**src/rtl/fu_tok_pkg.sv**
```systemverilog
package fu_tok_pkg;

    // Kind of token sent to consumers
    typedef enum logic {
        TK_DATA = 1'b0,
        TK_PRED = 1'b1
    } tok_kind_e;

endpackage

```
**src/rtl/fu_tok_rx.sv**
```systemverilog
// Operand token receiver: turns a one-hot token vector into a mux select
// and picks up the staging predicate of the asserted line.
module fu_tok_rx #(
    parameter int N_SRC = 4,
    parameter int SEL_W = 2
) (
    input  logic [N_SRC-1:0] tok,
    input  logic [N_SRC-1:0] pred,
    output logic             hit,
    output logic [SEL_W-1:0] sel,
    output logic             stage
);

    typedef struct packed {
        logic             hit;
        logic [SEL_W-1:0] sel;
        logic             stage;
    } rx_t;

    rx_t rx_d;

    always_comb begin
        rx_d       = '0;
        rx_d.stage = 1'b1;   // an absent operand does not guard the operation
        for (int i = N_SRC - 1; i >= 0; i--) begin
            if (tok[i]) begin
                rx_d.hit   = 1'b1;
                rx_d.sel   = SEL_W'(i);
                rx_d.stage = pred[i];
            end
        end
    end

    assign hit   = rx_d.hit;
    assign sel   = rx_d.sel;
    assign stage = rx_d.stage;

endmodule

```
**src/rtl/fu_tok_opdec.sv**
```systemverilog
// Opcode processor: token kind and the delay-line slot matching the latency.
module fu_tok_opdec
    import fu_tok_pkg::*;
#(
    parameter int OPC_W   = 3,
    parameter int LAT_MAX = 4,
    parameter int LAT_W   = 2
) (
    input  logic [OPC_W-1:0] opc,
    output logic [LAT_W-1:0] slot,
    output tok_kind_e        kind
);

    logic [LAT_W-1:0] lat_field;

    assign lat_field = opc[LAT_W-1:0];
    assign kind      = tok_kind_e'(opc[OPC_W-1]);

    generate
        if (LAT_MAX == (1 << LAT_W)) begin : g_full
            assign slot = lat_field;
        end else begin : g_clamp
            localparam logic [LAT_W-1:0] TOP = LAT_W'(LAT_MAX - 1);
            assign slot = (lat_field > TOP) ? TOP : lat_field;
        end
    endgenerate

endmodule

```
**src/rtl/fu_tok_dst.sv**
```systemverilog
// Destination expansion: two indexed fields to a consumer bit mask.
module fu_tok_dst #(
    parameter int N_DST = 8,
    parameter int DST_W = 3
) (
    input  logic [DST_W-1:0] dst0,
    input  logic             dst0_vld,
    input  logic [DST_W-1:0] dst1,
    input  logic             dst1_vld,
    output logic [N_DST-1:0] mask
);

    generate
        for (genvar i = 0; i < N_DST; i++) begin : g_cons
            assign mask[i] = (dst0_vld && (dst0 == DST_W'(i))) ||
                             (dst1_vld && (dst1 == DST_W'(i)));
        end
    endgenerate

endmodule

```
**src/rtl/fu_tok_delay.sv**
```systemverilog
// Latency delay line: a pushed token enters slot L-1 and leaves at slot 0.
module fu_tok_delay
    import fu_tok_pkg::*;
#(
    parameter int N_DST   = 8,
    parameter int LAT_MAX = 4,
    parameter int LAT_W   = 2
) (
    input  logic             clk,
    input  logic             rst_n,
    input  logic             push,
    input  logic [LAT_W-1:0] push_slot,
    input  logic [N_DST-1:0] push_mask,
    input  tok_kind_e        push_kind,
    input  logic             push_stage,
    output logic [N_DST-1:0] out_mask,
    output tok_kind_e        out_kind,
    output logic             out_stage
);

    typedef struct packed {
        logic [N_DST-1:0] mask;
        tok_kind_e        kind;
        logic             stage;
    } slot_t;

    slot_t line_d [LAT_MAX];
    slot_t line_q [LAT_MAX];

    always_comb begin
        for (int k = 0; k < LAT_MAX - 1; k++) begin
            line_d[k] = line_q[k+1];
        end
        line_d[LAT_MAX-1] = '0;
        if (push) begin
            line_d[push_slot] = '{mask: push_mask, kind: push_kind, stage: push_stage};
        end
    end

    always_ff @(posedge clk) begin
        if (!rst_n) begin
            for (int k = 0; k < LAT_MAX; k++) begin
                line_q[k] <= '0;
            end
        end else begin
            for (int k = 0; k < LAT_MAX; k++) begin
                line_q[k] <= line_d[k];
            end
        end
    end

    assign out_mask  = line_q[0].mask;
    assign out_kind  = line_q[0].kind;
    assign out_stage = line_q[0].stage;

endmodule

```
**src/rtl/fu_token_unit.sv**
```systemverilog
// Token-processing unit of one functional unit, one cycle ahead of execute.
module fu_token_unit
    import fu_tok_pkg::*;
#(
    parameter int N_SRC   = 4,
    parameter int N_DST   = 8,
    parameter int LAT_MAX = 4,
    parameter int OPC_W   = 3,
    localparam int SEL_W  = (N_SRC > 1) ? $clog2(N_SRC) : 1,
    localparam int DST_W  = (N_DST > 1) ? $clog2(N_DST) : 1,
    localparam int LAT_W  = (LAT_MAX > 1) ? $clog2(LAT_MAX) : 1
) (
    input  logic             clk,
    input  logic             rst_n,
    input  logic [N_SRC-1:0] tok_a,
    input  logic [N_SRC-1:0] pred_a,
    input  logic [N_SRC-1:0] tok_b,
    input  logic [N_SRC-1:0] pred_b,
    output logic             fetch_en,
    input  logic [OPC_W-1:0] cfg_opc,
    input  logic [DST_W-1:0] cfg_dst0,
    input  logic             cfg_dst0_vld,
    input  logic [DST_W-1:0] cfg_dst1,
    input  logic             cfg_dst1_vld,
    output logic             op_valid,
    output logic             op_fire,
    output logic [SEL_W-1:0] sel_a,
    output logic [SEL_W-1:0] sel_b,
    output logic [N_DST-1:0] out_tok,
    output logic             out_kind,
    output logic             out_stage
);

    localparam int N_OPND = 2;

    typedef struct packed {
        logic             vld;
        logic [SEL_W-1:0] sel_a;
        logic [SEL_W-1:0] sel_b;
        logic             stg;
    } exec_t;

    logic [N_SRC-1:0] rx_tok   [N_OPND];
    logic [N_SRC-1:0] rx_pred  [N_OPND];
    logic             rx_hit   [N_OPND];
    logic [SEL_W-1:0] rx_sel   [N_OPND];
    logic             rx_stage [N_OPND];

    assign rx_tok[0]  = tok_a;
    assign rx_pred[0] = pred_a;
    assign rx_tok[1]  = tok_b;
    assign rx_pred[1] = pred_b;

    generate
        for (genvar g = 0; g < N_OPND; g++) begin : g_rx
            fu_tok_rx #(.N_SRC(N_SRC), .SEL_W(SEL_W)) u_rx (
                .tok   (rx_tok[g]),
                .pred  (rx_pred[g]),
                .hit   (rx_hit[g]),
                .sel   (rx_sel[g]),
                .stage (rx_stage[g])
            );
        end
    endgenerate

    exec_t ex_d;
    exec_t ex_q;

    always_comb begin
        ex_d       = '0;
        ex_d.vld   = rx_hit[0] | rx_hit[1];
        ex_d.sel_a = rx_sel[0];
        ex_d.sel_b = rx_sel[1];
        ex_d.stg   = rx_stage[0] & rx_stage[1];
    end

    always_ff @(posedge clk) begin
        if (!rst_n) begin
            ex_q <= '0;
        end else begin
            ex_q <= ex_d;
        end
    end

    // Opcode and destination fields are only meaningful in the execute cycle.
    logic [LAT_W-1:0] dec_slot;
    tok_kind_e        dec_kind;
    logic [N_DST-1:0] dst_mask;
    logic             push;
    tok_kind_e        line_kind;

    fu_tok_opdec #(.OPC_W(OPC_W), .LAT_MAX(LAT_MAX), .LAT_W(LAT_W)) u_opdec (
        .opc  (cfg_opc),
        .slot (dec_slot),
        .kind (dec_kind)
    );

    fu_tok_dst #(.N_DST(N_DST), .DST_W(DST_W)) u_dst (
        .dst0     (cfg_dst0),
        .dst0_vld (cfg_dst0_vld),
        .dst1     (cfg_dst1),
        .dst1_vld (cfg_dst1_vld),
        .mask     (dst_mask)
    );

    assign push = ex_q.vld && (dst_mask != '0);

    fu_tok_delay #(.N_DST(N_DST), .LAT_MAX(LAT_MAX), .LAT_W(LAT_W)) u_delay (
        .clk        (clk),
        .rst_n      (rst_n),
        .push       (push),
        .push_slot  (dec_slot),
        .push_mask  (dst_mask),
        .push_kind  (dec_kind),
        .push_stage (ex_q.stg),
        .out_mask   (out_tok),
        .out_kind   (line_kind),
        .out_stage  (out_stage)
    );

    assign out_kind = line_kind;
    assign fetch_en = ex_d.vld;
    assign op_valid = ex_q.vld;
    assign op_fire  = ex_q.vld & ex_q.stg;
    assign sel_a    = ex_q.sel_a;
    assign sel_b    = ex_q.sel_b;

endmodule

```
**config.mk**
```make
export PLATFORM = sky130hd
export DESIGN_NAME = fu_token_unit
export DESIGN_NICKNAME = d
export VERILOG_FILES = /design/src/rtl/fu_tok_pkg.sv /design/src/rtl/fu_tok_rx.sv /design/src/rtl/fu_tok_opdec.sv /design/src/rtl/fu_tok_dst.sv /design/src/rtl/fu_tok_delay.sv /design/src/rtl/fu_token_unit.sv
export SDC_FILE = /design/constraint.sdc
export NUM_CORES = 1
export LEC_CHECK = 0
export CAP_MARGIN = 20
export CORE_AREA = 3 3 92 94
export CTS_CLUSTER_DIAMETER = 120
export DETAILED_ROUTE_END_ITERATION = 8
export DIE_AREA = 0 0 95 97
export PLACE_DENSITY = 0.42
export SLEW_MARGIN = 10
export SYNTH_ARGS = -nofsm -noshare
export SYNTH_HDL_FRONTEND = slang
export SYNTH_SLANG_ARGS = --single-unit
```
**constraint.sdc**
```tcl
create_clock -name clk -period 1.65 [get_ports clk]
set_clock_uncertainty 0.05 [all_clocks]
set_input_delay 0.33 -clock clk [delete_from_list [all_inputs] [get_ports clk]]
set_output_delay 0.33 -clock clk [all_outputs]
set_load 0.02 [all_outputs]
```
======== After elaboration in Yosys (flattened, before gate mapping) ========
Memories as Yosys holds them, arrays and structs flattened.
Index checks and enable logic that the tools add are counted.
cells by class
  magnitude comparators ................... 2
  eq/ne operators ......................... 14
  multiplexer cells ....................... 18
  bitwise logic cells ..................... 9
  reductions and logical operators ........ 33
operators with widths
  cell                count
  $mux 10             5
  $bwmux 40           1
  $mux 40             1
  $mux 4              8
  $eq 3x3->1 const B  8
  $demux 10 s2        1
  $logic_and 1x1->1   18
  $eq 3x2->1 const B  4
  $logic_or 1x1->1    8
  $reduce_bool 8->1   1
  $eq 3x1->1 const B  2
  $logic_not 3->1     2
  $reduce_or 3->1     2
  $or 1x1->1          5
  $reduce_or 2->1     2
  $ge 3x3->1 const B  1
  $lt 3x1->1 const B  1
  $not 2->3           1
  $and 1x1->1         2
  $mux 1              2
  $not 1->1           1
word-level totals
  flip-flop bits (word level) ............. 6
  bits in writable memories ............... 40
  input bits .............................. 29
  word-level logic and storage cells ...... 83
  memories kept ........................... 1
memory list
  memory          depth  width  read ports  clocked after memory_dff  wr ports  line                text
  u_delay.line_q  4      10     4           0                         4         fu_tok_delay.sv:28  slot_t line_q [LAT_MAX];

======== Logic depth before layout (Yosys ltp) ========
Gate-level depths: netlist (run 1).
  depth in word-level cells ............... 8
  mapped depth ............................ 5

======== Cells and area by module ========
A second synthesis (run 1) with hierarchy kept.
unflattened totals
  cells, all modules ...................... 207
  area total of the unflattened synthesis .. 1971.9 um^2
by module, submodules not included
  module         instances  cells an instance  area each (um^2)  sequential area each (um^2)
  fu_tok_delay   1          140                1447.6            800.8
  fu_token_unit  1          21                 225.2             120.1
  fu_tok_dst     1          19                 138.9             0.0
  fu_tok_rx      2          12                 68.8              0.0
  fu_tok_opdec   1          3                  22.5              0.0

======== Worst setup path before layout (run 1) ========
No wires, ideal clock.
  kind .................................... flip-flop to flip-flop
  start ................................... register ex_q (netlist bit op_valid)
  end ..................................... memory u_delay.line_q[2][2] in the netlist's numbering
  setup time .............................. 0.142 ns
  arrival ................................. 1.082 ns
  data required time ...................... 1.458 ns
  slack ................................... 0.377 ns
  cell stages (with the launch flop) ...... 4
  period minus slack after synthesis ...... 1.273 ns
  cells stage by stage .................... dfxtp_1 -> o21ai_2 -> nor3_2 -> a211oi_1
RTL lines
  what                      line                 text
  start: declaration        fu_token_unit.sv:67  exec_t ex_q;
  start signal: assignment  fu_token_unit.sv:79  ex_q <= '0;
  start signal: assignment  fu_token_unit.sv:81  ex_q <= ex_d;
  end: declaration          fu_tok_delay.sv:28

======== Worst setup path in the final report (run 1) ========
  start ................................... input port tok_a[2]
  end ..................................... output port fetch_en
on the way
  word-level cells in the longest chain between the ends .. 4
ends and longest elaborated chain
  what                 line                 text
  start: declaration   fu_token_unit.sv:15  input logic [N_SRC-1:0] tok_a,
  $mux 4 (3 in a row)  fu_tok_rx.sv:26      if (tok[i]) begin
  $or 1x1->1           fu_token_unit.sv:71  ex_d.vld = rx_hit[0] | rx_hit[1];
  end: declaration     fu_token_unit.sv:19  output logic fetch_en,
Every way passes these cells.

==> results of run 1 <==
==> final cells by class <==
| type | count | area share, % |
|---|---|---|
| Clock buffer | 7 | 2.96 |
| Clock inverter | 1 | 0.172 |
| Inverter | 13 | 1.67 |
| Multi-Input combinational cell | 126 | 29.5 |
| Sequential cell | 46 | 31.6 |
| Tap cell | 102 | 4.38 |
| Timing Repair Buffer | 97 | 29.7 |
==> logic make-up (layout without fill, tap and decap cells) <==
logic type / count (synthesis) / count (layout) / share of synthesized area, %
compound gates: 81 / 81 / 29.3
flops: 46 / 46 / 47.9
simple gates: 45 / 45 / 14.8
buf+inv: 28 / 118 / 8.06
==> per-layer routing <==
| metal | vias up | part of all wire (%) |
|---|---|---|
| li1 | 936 | - |
| met3 | 7 | 5.7 |
| met4 | 0 | 1.0 |
| met1 | 843 | 44 |
| met2 | 45 | 49 |
| met5 | - | 0 |
==> worst max-delay path, stage by stage <==
cell	delay (ps)
clkdlybuf4s50_1	450
nor2_1	180
nand3_1	110
buf_6	150
==> layout by cell type, fill, tap and decap left out, types with 2 or more instances in the layout <==
master            n
buf_4            51
dfxtp_1          46
clkdlybuf4s50_1  37
a211oi_1         24
a31oi_1          19
a21oi_1          18
nor2_1           16
inv_1            13
clkbuf_8          6
nand4_1           5
dlymetal6s2s_1    5
o31ai_1           4
nand3_1           3
and4bb_2          3
a41oi_1           3
nand2_1           3
nand4b_1          2
o31a_2            2
nor3_1            2
o21ai_0           2
dlygate4sd2_1     2
==> registers in the layout (all words and copies together), names as in the netlist <==
| register | cells |
|---|---|
| u_delay.line_q | 40 |
| sel_a | 2 |
| sel_b | 2 |
| ex_q | 1 |
| op_valid | 1 |
==> worst max-delay path by stage <==
| stage | slack [ps] | depth (start not counted) | from | end |
|---|---|---|---|---|
| CTS | -100 | 4 | tok_b[0] | fetch_en |
| detailed placement | -520 | 4 | tok_a[1] | fetch_en |
| global placement | -510 | 4 | tok_b[1] | fetch_en |
| floorplan | 380 | 3 | op_valid | u_delay.line_q[2][2] |
| finish | 40 | 4 | tok_a[2] | fetch_en |
| global route | -30 | 4 | tok_a[2] | fetch_en |
==> cell usage after synthesis (2+ instances only) <==
cell	number
o31a_2	2
nand4_1	5
buf_2	4
dfxtp_1	46
a211oi_1	24
a21oi_1	18
nor3_1	2
buf_6	4
nand2_1	3
o21ai_0	2
inv_1	13
a41oi_1	3
nand4b_1	2
nor3_2	2
nor2_1	16
clkbuf_1	3
and4bb_2	3
a31oi_1	19
nand3_1	3
o31ai_1	4
buf_4	4
==> metrics by stage <==
step                      setup TNS, ps  util, %
after CTS                          -100     37.4
final                                 0     37.7
after detailed placement          -6860     36.1
after floorplan                       0        -
after global routing              -28.5     37.7
after global placement            -6730     36.1
==> power groups by stage <==
stage	clock [W]	sequential (W)	combinational (W)
floorplan	0	0.00119	0.000166
global placement	0	0.00117	0.000425
detailed placement	0	0.00118	0.000423
CTS	0.000745	0.00115	0.000425
global route	0.000785	0.00115	0.000457
finish	0.000710	0.00115	0.000420
==> repair_timing <==
item,4_1_cts,5_1_grt
cloned,0,0
resized for setup,7,8
setup buffers,1,0
pin swaps,1,2
endpoints found under the hold margin,0,0
endpoints found under the setup margin,3,9
hold buffers,0,0
==> metrics.sh, run 1 <==
SETUP_WS_PS=37.9
HOLD_PATH_CLASS='primary input to flip-flop'
DIEWIDTH_UM=95
NUMBER_OF_ANTENNA_VIOLATIONS_AT_THE_FIRST_CHECK_IN_GLOBAL_ROUTING=0
MET3_USAGE_PCT=3.81
VIAS=1831
SYNTH-SEQ-AREA-SHARE_PCT=47.9
WORST_SETUP_PATH_START_KIND='primary input'
INSTANCES_NO_FILL=392
DETAIL_ROUTE.VIAS_PER_CELL=4.67
GRT.TOTAL_USAGE_PCT=11.8
YOSYSUNIQUECELLTYPES=39
POSTROUTEANTENNANETS=0
PLACED_CELLS=383
SYNTH_AREA_LEADER_CELL='dfxtp_1'
FINALHOLDWORSTSLACK_PS=327
CTS_HTREE_LEVELS=2
TIMING.CRITICAL_PATH.REQUIRED_PS=1270
REPORT.POWER.TOTAL_W=0.00228
POWER_SWITCHING_W=0.000582
GLOBALROUTEOVERFLOWTOTAL=0
DIEAREA_UM2=9220
MAX-VDD-IR-DROP_V=0.000275
GRT_FIRST_PASS_WIRELENGTH_UM=8570
NATURE_OF_THE_CRITICAL_PATH_ENDPOINT='output pin'
FLOORPLAN.ROWS=32
FINAL_NETS=318
MAX_FREQ_MHz=620
CTS_TREE='done'
HOLDPATHSTAGES=3
SEQ_AREA_UM2=921
REPORT.FINAL.HOLD_VIOL_COUNT=0
WORST_R2R_STARTPOINT='op_valid'
LEAKAGEPOWER_nW=1.14
INITIAL_DRC_COUNT=41
PRE_CTS_SLACK_PS=-516
MULTI_INPUT_COMB_AREA_UM2=861
SLEW-LIMIT-HEADROOM_PCT=70.3
MAX_ROOT_SINK_BUFFERS=2
RUN_STATUS='finished clean'
IO_BUFFERS=45
PWR_DENSITY_CELL_nW_PER_UM2=782
SETUP_VIOL=0
POWER.SHARE.COMBINATIONAL_PCT=18.4
DIE_Y_UM=97
SYNTH-WARNING-COUNT=0
CTS_ROOT_BUFFER='clkbuf_8'
SETUP.WORST_PATH.CLASS='primary input to output pin'
FINAL.FILL_COUNT=784
POSTSYNTHNETCOUNT=229
YS_DOMINANT_REG_CELL='dfxtp_1'
EDFF_COUNT_SYNTH=0
HP-START='tok_b[1]'
SHARE_SEQ_OF_TOTAL_POWER_PCT=50.4
FINAL-MAX-SLEW-VIOLATION-COUNT=0
COREAREA_UM2=7730
CTS_MADE_BUFFERS=5
POST_DP_CELL_AREA_UM2=2790
NUMBER_OF_STORAGE_ELEMENTS_IN_THE_SYNTHESIS_NETLIST=46
INITIAL_UTILIZATION_PCT=24.9
GLOBALPLACE.CONGESTION=0.729
FIN_AREA_UM2=2910
WORSTPATHARRIVAL_PS=1230
GRT_PASS1_VIAS=1794
SHARE_CLK_OF_TOTAL_POWER_PCT=31.2
SWITCH_SHARE_PCT=25.5
MIN_DELAY_WORST_ENDPOINT='sel_b[1]'
WORSTREGTOREGCELLS=6
GRT_UTIL_MET1_PCT=14.2
RRSETUPSLACK_PS=360
WORST_SETUP_HOLD_PATH_CLK_SLEW_PS=80
DPL.HPWL_UM=4120
POST-ROUTE-PERIOD-UTIL_PCT=97.7
CLK-INSERTION-DELAY-LATE_PS=290
LEADING_POST_SYNTHESIS_CELLS_BY_CELL_AREA='dfxtp_1, a211oi_1, a31oi_1, a21oi_1, nor2_1'
GRT.MET2_USAGE_PCT=19.9
NUMCLOCKSINKS=46
CRIT_FANOUT=4
POST-ROUTE-DRC-COUNT=0
FIN_CRIT_PS=1610
NUM_ANTENNA_CELLS=0
ROUTEDWLPERCELL_UM=13.5
INTERNAL_POWER_W=0.00170
IOS=46
AREA.GROWTH.SYNTH_TO_FINAL_PCT=51.4
YS_ASYNC_SR_FRACTION_PCT=0
R2R-END='u_delay.line_q[2][9]'
DRV_CAP=0
DR.PASS1.ITERS=4
SYN-INSTANCE-COUNT=200
GRT_START_MAX_NET_PINS=25
WORSTMARGINPINSLEW_PS=444
POSTROUTEWIRELENGTH_UM=5290
SYNTH_TOP_AREA_SHARE_PCT=47.9
CELL_AREA_AFTER_TECHNOLOGY_MAPPING_UM2=1920
DRIVE_GT1_SHARE_PCT=25.9
SYN-MEAN-INSTANCE-AREA_UM2=9.62
GRT-BUSIEST-LAYER='met2'
Note: power is estimated with default switching activity, not from simulation.
==> inputs of run 2 (changes only) <==
--- a/config.mk
+++ b/config.mk
@@ -11,7 +11,6 @@
 export DETAILED_ROUTE_END_ITERATION = 8
 export DIE_AREA = 0 0 95 97
 export PLACE_DENSITY = 0.42
-export SLEW_MARGIN = 10
 export SYNTH_ARGS = -nofsm -noshare
 export SYNTH_HDL_FRONTEND = slang
 export SYNTH_SLANG_ARGS = --single-unit
==> results of run 2 <==
The final DEF is identical to that of run 1; final timing and power are the same.
